[src/rtl/clksel_pkg.sv]
package clksel_pkg;
  localparam int REG_W    = 8;
  localparam int MODE_W   = 3;
  localparam int WIN_BIT  = 7;
  localparam int MON_BIT  = 6;
  localparam int RSV_BIT  = 5;
  localparam int SRCD_BIT = 4;
  localparam int SEL_BIT  = 3;

  typedef enum logic [2:0] {
    SRC_FAST_RC   = 3'd0,
    SRC_SLOW_RC   = 3'd1,
    SRC_DIVIDED   = 3'd2,
    SRC_EXTERNAL  = 3'd3,
    SRC_XTAL_DIV6 = 3'd4,
    SRC_XTAL_DIV4 = 3'd5
  } clk_src_e;

  typedef struct packed {
    logic              mon;
    logic              srcd;
    logic              sel;
    logic [MODE_W-1:0] mode;
  } cfg_t;
endpackage

[src/rtl/clksel_unlock.sv]
module clksel_unlock #(
  parameter int CYCLES = 4
) (
  input  logic clk,
  input  logic rst,
  input  logic arm,
  input  logic kill,
  output logic open
);
  localparam int CNT_W = (CYCLES > 1) ? $clog2(CYCLES) : 1;

  logic [CNT_W-1:0] left_q;

  always_ff @(posedge clk) begin
    if (rst) begin
      open   <= 1'b0;
      left_q <= '0;
    end else if (kill) begin
      open   <= 1'b0;
      left_q <= '0;
    end else if (open) begin
      if (left_q == '0) open <= 1'b0;
      else              left_q <= left_q - 1'b1;
    end else if (arm) begin
      open   <= 1'b1;
      left_q <= CNT_W'(CYCLES - 1);
    end
  end
endmodule

[src/rtl/clksel_cfg.sv]
module clksel_cfg
  import clksel_pkg::*;
(
  input  logic clk,
  input  logic rst,
  input  logic wr_ok,
  input  cfg_t wr_cfg,
  input  logic fail,
  output cfg_t cfg_d,
  output cfg_t cfg_q
);
  always_comb begin
    cfg_d = cfg_q;
    if (wr_ok) begin
      cfg_d.mon  = wr_cfg.mon;
      cfg_d.srcd = wr_cfg.srcd;
      if (!cfg_q.sel) begin
        // mode free; select may rise only if mode is unchanged
        cfg_d.mode = wr_cfg.mode;
        cfg_d.sel  = wr_cfg.sel && (wr_cfg.mode == cfg_q.mode);
      end else begin
        cfg_d.sel = wr_cfg.sel;
      end
    end
    if (fail) cfg_d.sel = 1'b0;
  end

  always_ff @(posedge clk) begin
    if (rst) cfg_q <= '0;
    else     cfg_q <= cfg_d;
  end
endmodule

[src/rtl/clksel_srcmap.sv]
module clksel_srcmap
  import clksel_pkg::*;
(
  input  logic              sel,
  input  logic [MODE_W-1:0] mode,
  output clk_src_e          src
);
  always_comb begin
    if (!sel) begin
      src = SRC_FAST_RC;
    end else begin
      case (mode)
        3'd0:    src = SRC_SLOW_RC;
        3'd1:    src = SRC_DIVIDED;
        3'd2:    src = SRC_EXTERNAL;
        3'd3:    src = SRC_XTAL_DIV6;
        default: src = SRC_XTAL_DIV4;
      endcase
    end
  end
endmodule

[src/rtl/clksel_guard.sv]
module clksel_guard
  import clksel_pkg::*;
#(
  parameter int          UNLOCK_CYCLES = 4,
  parameter logic [7:0]  UNLOCK_KEY    = 8'h80
) (
  input  logic       clk,
  input  logic       rst,
  input  logic       wr_en,
  input  logic [7:0] wr_data,
  input  logic       psc_wr,
  input  logic       ext_fail,
  input  logic       wdt_fuse_on,
  input  logic       wdt_enabled,
  input  logic       slowrc_users,
  output logic [7:0] reg_q,
  output logic [2:0] src_sel,
  output logic       slowrc_stop
);
  logic     key_wr, win_open, field_wr;
  cfg_t     wr_cfg, cfg_d, cfg_q;
  clk_src_e src_d;

  assign key_wr   = wr_en && (wr_data == UNLOCK_KEY);
  assign field_wr = wr_en && win_open && !key_wr;
  assign wr_cfg   = '{mon:  wr_data[MON_BIT],
                      srcd: wr_data[SRCD_BIT],
                      sel:  wr_data[SEL_BIT],
                      mode: wr_data[MODE_W-1:0]};

  clksel_unlock #(.CYCLES(UNLOCK_CYCLES)) u_unlock (
    .clk (clk),
    .rst (rst),
    .arm (key_wr),
    .kill(psc_wr),
    .open(win_open)
  );

  clksel_cfg u_cfg (
    .clk   (clk),
    .rst   (rst),
    .wr_ok (field_wr),
    .wr_cfg(wr_cfg),
    .fail  (ext_fail),
    .cfg_d (cfg_d),
    .cfg_q (cfg_q)
  );

  clksel_srcmap u_map (
    .sel (cfg_d.sel),
    .mode(cfg_d.mode),
    .src (src_d)
  );

  always_ff @(posedge clk) begin
    if (rst) begin
      src_sel     <= SRC_FAST_RC;
      slowrc_stop <= 1'b0;
    end else begin
      src_sel     <= src_d;
      slowrc_stop <= cfg_d.srcd && !wdt_fuse_on && !wdt_enabled && !slowrc_users;
    end
  end

  assign reg_q = {win_open, cfg_q.mon, 1'b0, cfg_q.srcd, cfg_q.sel, cfg_q.mode};
endmodule

[config.mk]
export PLATFORM = sky130hd
export DESIGN_NAME = clksel_guard
export DESIGN_NICKNAME = d
export VERILOG_FILES = /design/src/rtl/clksel_pkg.sv /design/src/rtl/clksel_unlock.sv /design/src/rtl/clksel_cfg.sv /design/src/rtl/clksel_srcmap.sv /design/src/rtl/clksel_guard.sv
export SDC_FILE = /design/constraint.sdc
export NUM_CORES = 1
export LEC_CHECK = 0
export BUFFER_PORTS_ARGS = -buffer_cell sky130_fd_sc_hd__buf_2
export CAP_MARGIN = 20
export CORE_MARGIN = 5
export CORE_UTILIZATION = 45
export CTS_BUF_LIST = sky130_fd_sc_hd__clkbuf_8
export CTS_CLUSTER_DIAMETER = 30
export DETAILED_ROUTE_END_ITERATION = 10
export GPL_TIMING_DRIVEN = 0
export MAX_ROUTING_LAYER = met4
export PLACE_DENSITY = 0.73
export RECOVER_POWER = 50
export SLEW_MARGIN = 0
export SYNTH_ARGS = -nofsm -noshare
export SYNTH_HDL_FRONTEND = slang
export SYNTH_SLANG_ARGS = --single-unit
[constraint.sdc]
create_clock -name clk -period 2.3 [get_ports clk]
set_clock_uncertainty 0.1 [all_clocks]
set_input_delay 0.69 -clock clk [delete_from_list [all_inputs] [get_ports clk]]
set_output_delay 0.69 -clock clk [all_outputs]
set_load 0.05 [all_outputs]
==> results of run 1 <==
how the worst max path moves through the flow:
| stage | from | endpoint |
|---|---|---|
| after floorplan | wr_data[0] | src_sel[1] |
| after CTS | wr_data[3] | src_sel[1] |
| after global routing | wr_data[2] | u_cfg.cfg_q[1] |
| after global placement | wr_data[3] | src_sel[1] |
| final | wr_data[2] | u_cfg.cfg_q[0] |
| after detailed placement | wr_data[3] | src_sel[1] |
final cells by class:
type / instances / area (µm²) / area share
multi-input cells: 46 / 340 / 0.410
flip-flops and latches: 13 / 260 / 0.314
repair buffers: 24 / 111 / 0.134
clock buffers: 3 / 41.3 / 0.0498
plain buffers: 4 / 30.0 / 0.0362
inverters: 6 / 22.5 / 0.0271
well taps: 15 / 18.8 / 0.0226
clock inverters: 1 / 5.00 / 0.00603
worst reg2reg max path, cell delays in order, from the launching register on:
cell and delay, ns:
dfxtp_1 0.35, nand2_1 0.13, a211oi_2 0.55, mux2i_1 0.29, nor2_1 0.05
flip-flops by register name, indices dropped and copies added, names as in the netlist:
| register | cells |
|---|---|
| slowrc_stop | 1 |
| src_sel | 3 |
| u_cfg.cfg_q | 6 |
| u_unlock.left_q | 2 |
| u_unlock.open | 1 |
placed cells by master, fill, tap and decap left out, types with 2 or more instances in the layout:
master,count
a211o_1,2
a211oi_1,3
a21oi_1,6
buf_2,17
buf_4,2
clkbuf_1,8
clkbuf_8,3
dfxtp_1,13
inv_1,6
mux2i_1,4
nand2_1,3
nor2_1,8
xnor2_1,4
cells by family (layout without fill, tap and decap cells):
kind of cell | after synthesis | count (layout)
fa+ha+maj | 1 | 1
simple gates | 20 | 20
flops | 13 | 13
compound gates | 15 | 15
other cells | 1 | 1
buf+inv | 10 | 38
mux | 4 | 4
xor+xnor | 5 | 5
metal layers:
layer	track usage	routed length [µm]	up-vias
met5	-	0	-
met4	0.0829	30	0
met3	0.0428	74	5
met2	0.235	760	13
met1	0.140	615	272
li1	-	-	296
metrics by stage:
stage | power, mW | std cells | cell area (µm²)
final | 0.467 | 112 | 830
after global routing | 0.483 | 112 | 830
after CTS | 0.471 | 112 | 846
after detailed placement | 0.272 | 108 | 800
after global placement | 0.271 | 108 | 800
after floorplan | 0.252 | 69 | 661
where the power goes:
part / switching, mW / total [mW] / internal (mW)
clock: 0.0814 / 0.201 / 0.120
combinational: 0.0227 / 0.0409 / 0.0182
sequential: 0.0000426 / 0.225 / 0.225
total: 0.104 / 0.467 / 0.363
==> reports/qor.yml, run 1 <==
outcome: "finished, final reports clean"
drive_gt1_frac: 0.278
routedWlPerCell_um: 13.2
numCtsBuffers: 3
port_buffers: 24
antenna_found_initial: 0
rsz0062_at_grt: "no"
hpwlAfterDp_mm: 1.11
required_ns: 2.32
syn_area_um2: 661
hold_path.startpoint: "u_unlock.left_q[1]"
grt_pass1_vias: 618
finalCriticalPeriod_ns: 1.94
critical_path_buf_inv_count: 1
syn_area_per_cell_um2: 9.57
worstSetupEndpointType: "flop"
worstPathArrival_ns: 1.96
critPathSlowestCell: "a211oi_2"
grt_remaining_overflow: 0
final_core_util: 0.614
slowest_delay_ns: 0.56
hold_viol: 0
crit_type: "input port to flop"
reg2reg_depth: 4
cts_tree: "yes"
cts-root-buf: "clkbuf_8"
worst_slack_ns: 0.363
clk_latency_ns: 0.24
synth_top_area_share: 0.394
fin_nets: 115
die_x_um: 48.3
synth_top_family_by_area: "simple AND/OR/NAND/NOR gates"
dieArea_mm2: 0.00233
post-place-ws_ns: 0.232
r2r_setup_slack_ns: 0.70
syn_inst: 69
yosysTopAreaCell: "dfxtp_1"
synth_most_common_cell: "dfxtp_1"
synth.top_cells.by_count: "13 x dfxtp_1, 8 x nor2_1, 6 x a21oi_1, 6 x inv_1"
fill_cells: 124
cp_max_fo: 8
core-area_mm2: 0.00135
wl_mm: 1.48
vias: 586
cts_hold_buf: 0
clock-sinks: 13
powerDensity_mw_per_mm2: 563
antenna_cells: 0
path_depth: 5
min_path_cells: 2
drt_iter0_drc: 5
synth_xor_area_frac: 0.0663
synthMuxAreaShare: 0.0606
grt_pass1_wl_mm: 2.55
gp_congestion: 0.754
first_pass_iters: 2
yosys.area_share.simple: 0.197
reg2reg_to: "u_cfg.cfg_q[0]"
ys_seq_area_frac: 0.394
die_h_um: 48.3
slew_violations: 0
crit_chain: "clkbuf_1, nor4_4, a211oi_2, mux2i_1, nor2_1"
synth_seq_cells: 13
io_pins: 28
synth_nets: 86
timing.hold.ws_ns: 0.365
ys_types: 28
rows: 13
route.detailed.drc: 0
holdPathEnd: "u_unlock.left_q[1]"
ir_worst_vdd_v: 0.000359
setup_viol: 0
initial_core_util: 0.489
cts.repair.resized: 0
htreeDepth: 1
synth_enable_flop_cells: 0
fmax_mhz: 516
slew_headroom: 0.607
crit_family: "compound AO/OA/AOI/OAI gates"
track_usage: 0.140
worst_r2r_startpoint: "u_unlock.open"
avgViaCountPerCell: 5.23
grt_max_degree: 11
fin_tns_setup_ns: 0
yosys-top-cells-area: "dfxtp_1 39%, mux2i_1 6.1%, xnor2_1 5.3%"
worst_pin_slew_ns: 0.588
clockBufferDepth: 2
yosysWarnings: 0
cts_setup_buffers: 0
cp-start-kind: "input port"
syn2layout_area_growth_pct: 25.6
maxCapViolCount: 0
fin_crit_sh: 0.842
cts.clk_slew.worst_paths_ns: 0.05
ant_nets: 0
synth-main-ff-cell: "dfxtp_1"
synth_compound_area_frac: 0.178
p_leak_nw: 0.329
hp-class: "flop to flop"
async_flop_share: 0
synth_adder_area_share: 0.0189
Power figures use the tool's default switching activity.
==> inputs of run 2 (changes only) <==
==> constraint.sdc (replaced) <==
create_clock -name clk -period 1.9 [get_ports clk]
set_clock_uncertainty 0.1 [all_clocks]
set_input_delay 0.57 -clock clk [delete_from_list [all_inputs] [get_ports clk]]
set_output_delay 0.57 -clock clk [all_outputs]
set_load 0.05 [all_outputs]
==> reports/qor.yml, run 2 (same netlist as run 1, synthesis figures left out) <==
reg2reg_depth: 4  # unchanged
routedWlPerCell_um: 13.2  # unchanged
ir_worst_vdd_v: 0.000435  # +21%
die_x_um: 48.3  # unchanged
track_usage: 0.140  # unchanged
antenna_found_initial: 0  # unchanged
crit_type: "input port to flop"
cts-root-buf: "clkbuf_8"
final_core_util: 0.615  # +0.000927
avgViaCountPerCell: 5.23  # unchanged
clockBufferDepth: 2  # unchanged
worstPathArrival_ns: 1.82  # -0.14 ns
hold_path.startpoint: "u_unlock.left_q[1]"
fill_cells: 123  # -0.81%
worst_pin_slew_ns: 0.588  # +0.000113 ns
io_pins: 28  # unchanged
cts_setup_buffers: 0  # unchanged
slew_violations: 0  # unchanged
r2r_setup_slack_ns: 0.31  # -0.39 ns
htreeDepth: 1  # unchanged
outcome: "finished, final reports clean"
drt_iter0_drc: 5  # unchanged
dp.cells: 108  # unchanged
vias: 586  # unchanged
maxCapViolCount: 0  # unchanged
finalCriticalPeriod_ns: 1.75
slew_headroom: 0.607  # about the same
p_leak_nw: 0.332  # +0.84%
fin_nets: 115  # unchanged
powerDensity_mw_per_mm2: 682  # +21%
cp_max_fo: 8  # unchanged
largest_reg_flops: 6  # unchanged
hp-class: "flop to flop"
rows: 13  # unchanged
cp-start-kind: "input port"
layout_commonest_cell: "buf_2"
cts.repair.resized: 0  # unchanged
hold_viol: 0  # unchanged
rsz0062_at_grt: "no"
initial_core_util: 0.489  # unchanged
cts_hold_buf: 0  # unchanged
fmax_mhz: 573
grt_remaining_overflow: 0  # unchanged
reg_top3: "u_cfg.cfg_q (6), src_sel (3), u_unlock.left_q (2)"
clk_latency_ns: 0.24  # about the same
reg2reg_to: "u_cfg.cfg_q[0]"
antenna_cells: 0  # unchanged
grt_pass1_wl_mm: 2.55  # unchanged
setup_viol: 0  # unchanged
drive_gt1_frac: 0.289  # +0.0103
worstSetupEndpointType: "flop"
min_path_cells: 2  # unchanged
route.detailed.drc: 0  # unchanged
grt_max_degree: 11  # unchanged
cts.clk_slew.worst_paths_ns: 0.05  # about the same
final_cells: 112  # unchanged
holdPathEnd: "u_unlock.left_q[1]"
layout_common_cells: "18 x buf_2, 13 x dfxtp_1, 8 x nor2_1"
fin_crit_sh: 0.919
regMostFlops: "u_cfg.cfg_q"
required_ns: 1.98  # -0.34 ns
gp_congestion: 0.754  # unchanged
dieArea_mm2: 0.00233  # unchanged
clock-sinks: 13  # unchanged
wl_mm: 1.48  # unchanged
worst_r2r_startpoint: "u_unlock.open"
grt_pass1_vias: 618  # unchanged
syn2layout_area_growth_pct: 25.8
cts_tree: "yes"
port_buffers: 24  # unchanged
core-area_mm2: 0.00135  # unchanged
hpwlAfterDp_mm: 1.11  # unchanged
ant_nets: 0  # unchanged
numCtsBuffers: 3  # unchanged
first_pass_iters: 2  # unchanged
die_h_um: 48.3  # unchanged
run 2: cell types whose count changed in the layout (fill, tap and decap cells not counted), sizes merged:
cell / delta
buf: +1
clkbuf: -1
run 2: final cells by class:
type                    count  area [µm²]  share of cell area
flip-flops and latches     13         260               0.313
repair buffers             24         113               0.136
well taps                  15        18.8              0.0226
multi-input cells          46         340               0.410
clock inverters             1        5.00             0.00602
inverters                   6        22.5              0.0271
clock buffers               3        41.3              0.0497
plain buffers               4        30.0              0.0361
run 2: layer usage:
metal,global-route usage,part of all wire,vias to the layer above
met3,0.0428,0.050,5
met4,0.0829,0.020,0
met5,-,0,-
met2,0.235,0.51,13
met1,0.140,0.41,272
li1,-,-,296
run 2: power by group:
part           switching [mW]  total, mW  internal [mW]
Clock                  0.0987      0.244          0.145
Combinational          0.0275     0.0499         0.0223
Sequential          0.0000515      0.273          0.273
run 2: critical path, cell delays in order:
cell and delay (ns):
buf_2 0.13, nor4b_4 0.38, a211oi_2 0.23, or3_1 0.38, a21oi_1 0.14
run 2: worst max-delay path by stage:
stage / start / to / depth (start not counted)
after floorplan: wr_data[0] / src_sel[1] / 5
after global placement: wr_data[3] / src_sel[1] / 5
after detailed placement: wr_data[3] / src_sel[1] / 5
after CTS: wr_data[3] / src_sel[1] / 5
after global routing: wr_data[3] / src_sel[1] / 5
final: wr_data[3] / src_sel[1] / 5
run 2: through the flow:
step | total power [mW] | TNS (ns) | hold slack [ns] | instance area [µm²] | setup slack (ns)
2_1_floorplan | 0.305 | 0 | 0.330 | 661 | 0.101
3_3_place_gp | 0.328 | -0.0730 | 0.348 | 800 | -0.0489
3_5_place_dp | 0.329 | -0.0836 | 0.358 | 800 | -0.0479
4_1_cts | 0.571 | 0 | 0.366 | 846 | 0.185
5_1_grt | 0.584 | 0 | 0.389 | 831 | 0.0701
6_report | 0.566 | 0 | 0.364 | 831 | 0.155
==> inputs of run 3 (changes only) <==
--- a/config.mk
+++ b/config.mk
@@ -8,13 +8,12 @@
 export BUFFER_PORTS_ARGS = -buffer_cell sky130_fd_sc_hd__buf_2
 export CAP_MARGIN = 20
 export CORE_MARGIN = 5
-export CORE_UTILIZATION = 45
+export CORE_UTILIZATION = 48
 export CTS_BUF_LIST = sky130_fd_sc_hd__clkbuf_8
 export CTS_CLUSTER_DIAMETER = 30
 export DETAILED_ROUTE_END_ITERATION = 10
-export GPL_TIMING_DRIVEN = 0
 export MAX_ROUTING_LAYER = met4
-export PLACE_DENSITY = 0.73
+export PLACE_DENSITY = 0.77
 export RECOVER_POWER = 50
 export SLEW_MARGIN = 0
 export SYNTH_ARGS = -nofsm -noshare
==> reports/qor.yml, run 3 (same netlist as run 1, synthesis figures left out) <==
crit_family: "buffers and inverters"
reg_top3: "u_cfg.cfg_q (6), src_sel (3), u_unlock.left_q (2)"
outcome: "finished, final reports clean"
cp_max_fo: 3  # -5
setup_viol: 0  # unchanged
slew_violations: 0  # unchanged
fmax_mhz: 580  # +1.2%
layout_common_cells: "18 x buf_2, 13 x dfxtp_1, 8 x nor2_1, 8 x clkbuf_1, 7 x inv_1"
powerDensity_mw_per_mm2: 650  # -4.6%
regMostFlops: "u_cfg.cfg_q"
required_ns: 1.23  # -0.75 ns
core-area_mm2: 0.00130  # -3.6%
rsz0062_at_grt: "no"
route.detailed.drc: 0  # unchanged
slowest_delay_ns: 0.48  # +0.10 ns
finalCriticalPeriod_ns: 1.72  # -0.0205 ns
routedWlPerCell_um: 12.1  # -8.7%
fin_nets: 119  # +3.5%
rows: 13  # unchanged
worst_pin_slew_ns: 0.598  # +0.0102 ns
antenna_cells: 0  # unchanged
worstSetupEndpointType: "output pin"
worst_r2r_startpoint: "u_cfg.cfg_q[0]"
io_pins: 28  # unchanged
cts_tree: "yes"
worst_slack_ns: 0.175  # +0.0205 ns
hp-class: "flop to flop"
critPathSlowestCell: "clkbuf_1"
ant_nets: 0  # unchanged
setup.worst_path.start: "u_unlock.open"
first_pass_iters: 2  # unchanged
grt_max_degree: 10  # -1
hold_path.startpoint: "u_unlock.left_q[1]"
maxCapViolCount: 0  # unchanged
fin_area_um2: 860  # +3.5%
largest_reg_flops: 6  # unchanged
track_usage: 0.148  # +0.00867
clock-sinks: 13  # unchanged
cts.repair.resized: 0  # unchanged
drt_iter0_drc: 1  # -4
die_h_um: 47.1  # -2.5%
die_x_um: 47.1  # -2.5%
cts_hold_buf: 0  # unchanged
clk_latency_ns: 0.23  # about the same
numCtsBuffers: 3  # unchanged
clockBufferDepth: 2  # unchanged
avgViaCountPerCell: 5.08  # -3.0%
layout_commonest_cell: "buf_2"
dieArea_mm2: 0.00222  # -5.0%
cts-root-buf: "clkbuf_8"
fin_crit_sh: 0.908  # -0.0108
initial_core_util: 0.508  # +0.0184
p_leak_nw: 0.345  # +4.0%
antenna_found_initial: 0  # unchanged
worstPathArrival_ns: 1.05  # -0.77 ns
gp_congestion: 0.786  # +4.2%
cp-start-kind: "flop"
grt_pass1_wl_mm: 2.22  # -13%
hold_viol: 0  # unchanged
port_buffers: 26  # +8.3%
min_path_cells: 2  # unchanged
syn2layout_area_growth_pct: 30.1
reg2reg_depth: 4  # unchanged
crit_chain: "clkbuf_1"
slew_headroom: 0.603  # -0.00436
htreeDepth: 1  # unchanged
grt_pass1_vias: 550  # -11%
placed_cell_area_um2: 825  # +3.1%
r2r_setup_slack_ns: 0.38  # +0.07 ns
reg2reg_to: "src_sel[0]"
cts.clk_slew.worst_paths_ns: 0.05  # about the same
ir_worst_vdd_v: 0.000426  # -2.0%
crit_type: "flop to output pin"
cts_setup_buffers: 0  # unchanged
grt_remaining_overflow: 0  # unchanged
holdPathEnd: "u_unlock.left_q[1]"
drive_gt1_frac: 0.297  # +0.00837
post-place-ws_ns: -0.0521  # -0.00418 ns
wl_mm: 1.40  # -5.5%
vias: 589  # +0.51%
critical_path_buf_inv_count: 1  # unchanged
-- run 3: stage by stage --
step | power, mW | instances | hold WS [ns] | utilization | setup TNS (ns)
after floorplan | 0.305 | 69 | 0.330 | - | 0
after global placement | 0.333 | 112 | 0.347 | 0.634 | -0.0236
after detailed placement | 0.334 | 112 | 0.355 | 0.634 | -0.104
after CTS | 0.571 | 116 | 0.364 | 0.668 | 0
after global routing | 0.586 | 116 | 0.376 | 0.661 | 0
final | 0.559 | 116 | 0.359 | 0.661 | 0
-- run 3: where the power goes --
| part | switching, mW | internal (mW) | total, mW |
|---|---|---|---|
| sequential | 0.0000472 | 0.273 | 0.273 |
| combinational | 0.0294 | 0.0254 | 0.0549 |
| clock | 0.0892 | 0.142 | 0.231 |
| total | 0.119 | 0.440 | 0.559 |
-- run 3: worst max path at each step --
stage | to | slack [ns] | cells past startpoint
global placement | src_sel[0] | -0.02 | 5
global route | src_sel[0] | 0.10 | 5
CTS | src_sel[0] | 0.19 | 5
finish | reg_q[7] | 0.18 | 1
floorplan | src_sel[1] | 0.10 | 5
detailed placement | src_sel[0] | -0.05 | 5
-- run 3: layout make-up --
type                       instances  area, µm²
fill                             118        442
multi-input combinational         46        348
sequential                        13        260
timing repair buffer              32        165
clock inverter                     1       3.75
clock buffer                       3       41.3
inverter                           6       22.5
tap                               15       18.8
-- run 3: routing by layer --
layer	GRT usage	part of all wire	up-vias
li1	-	-	301
met2	0.255	0.53	10
met1	0.161	0.42	276
met5	-	0	-
met3	0.0230	0.041	2
met4	0.0829	0.012	0
-- run 3: worst register-to-register path: stages (launching register included) --
cell	delay, ns
dfxtp_1	0.43
xnor2_1	0.18
nand4_1	0.11
o32a_1	0.35
a311oi_1	0.26
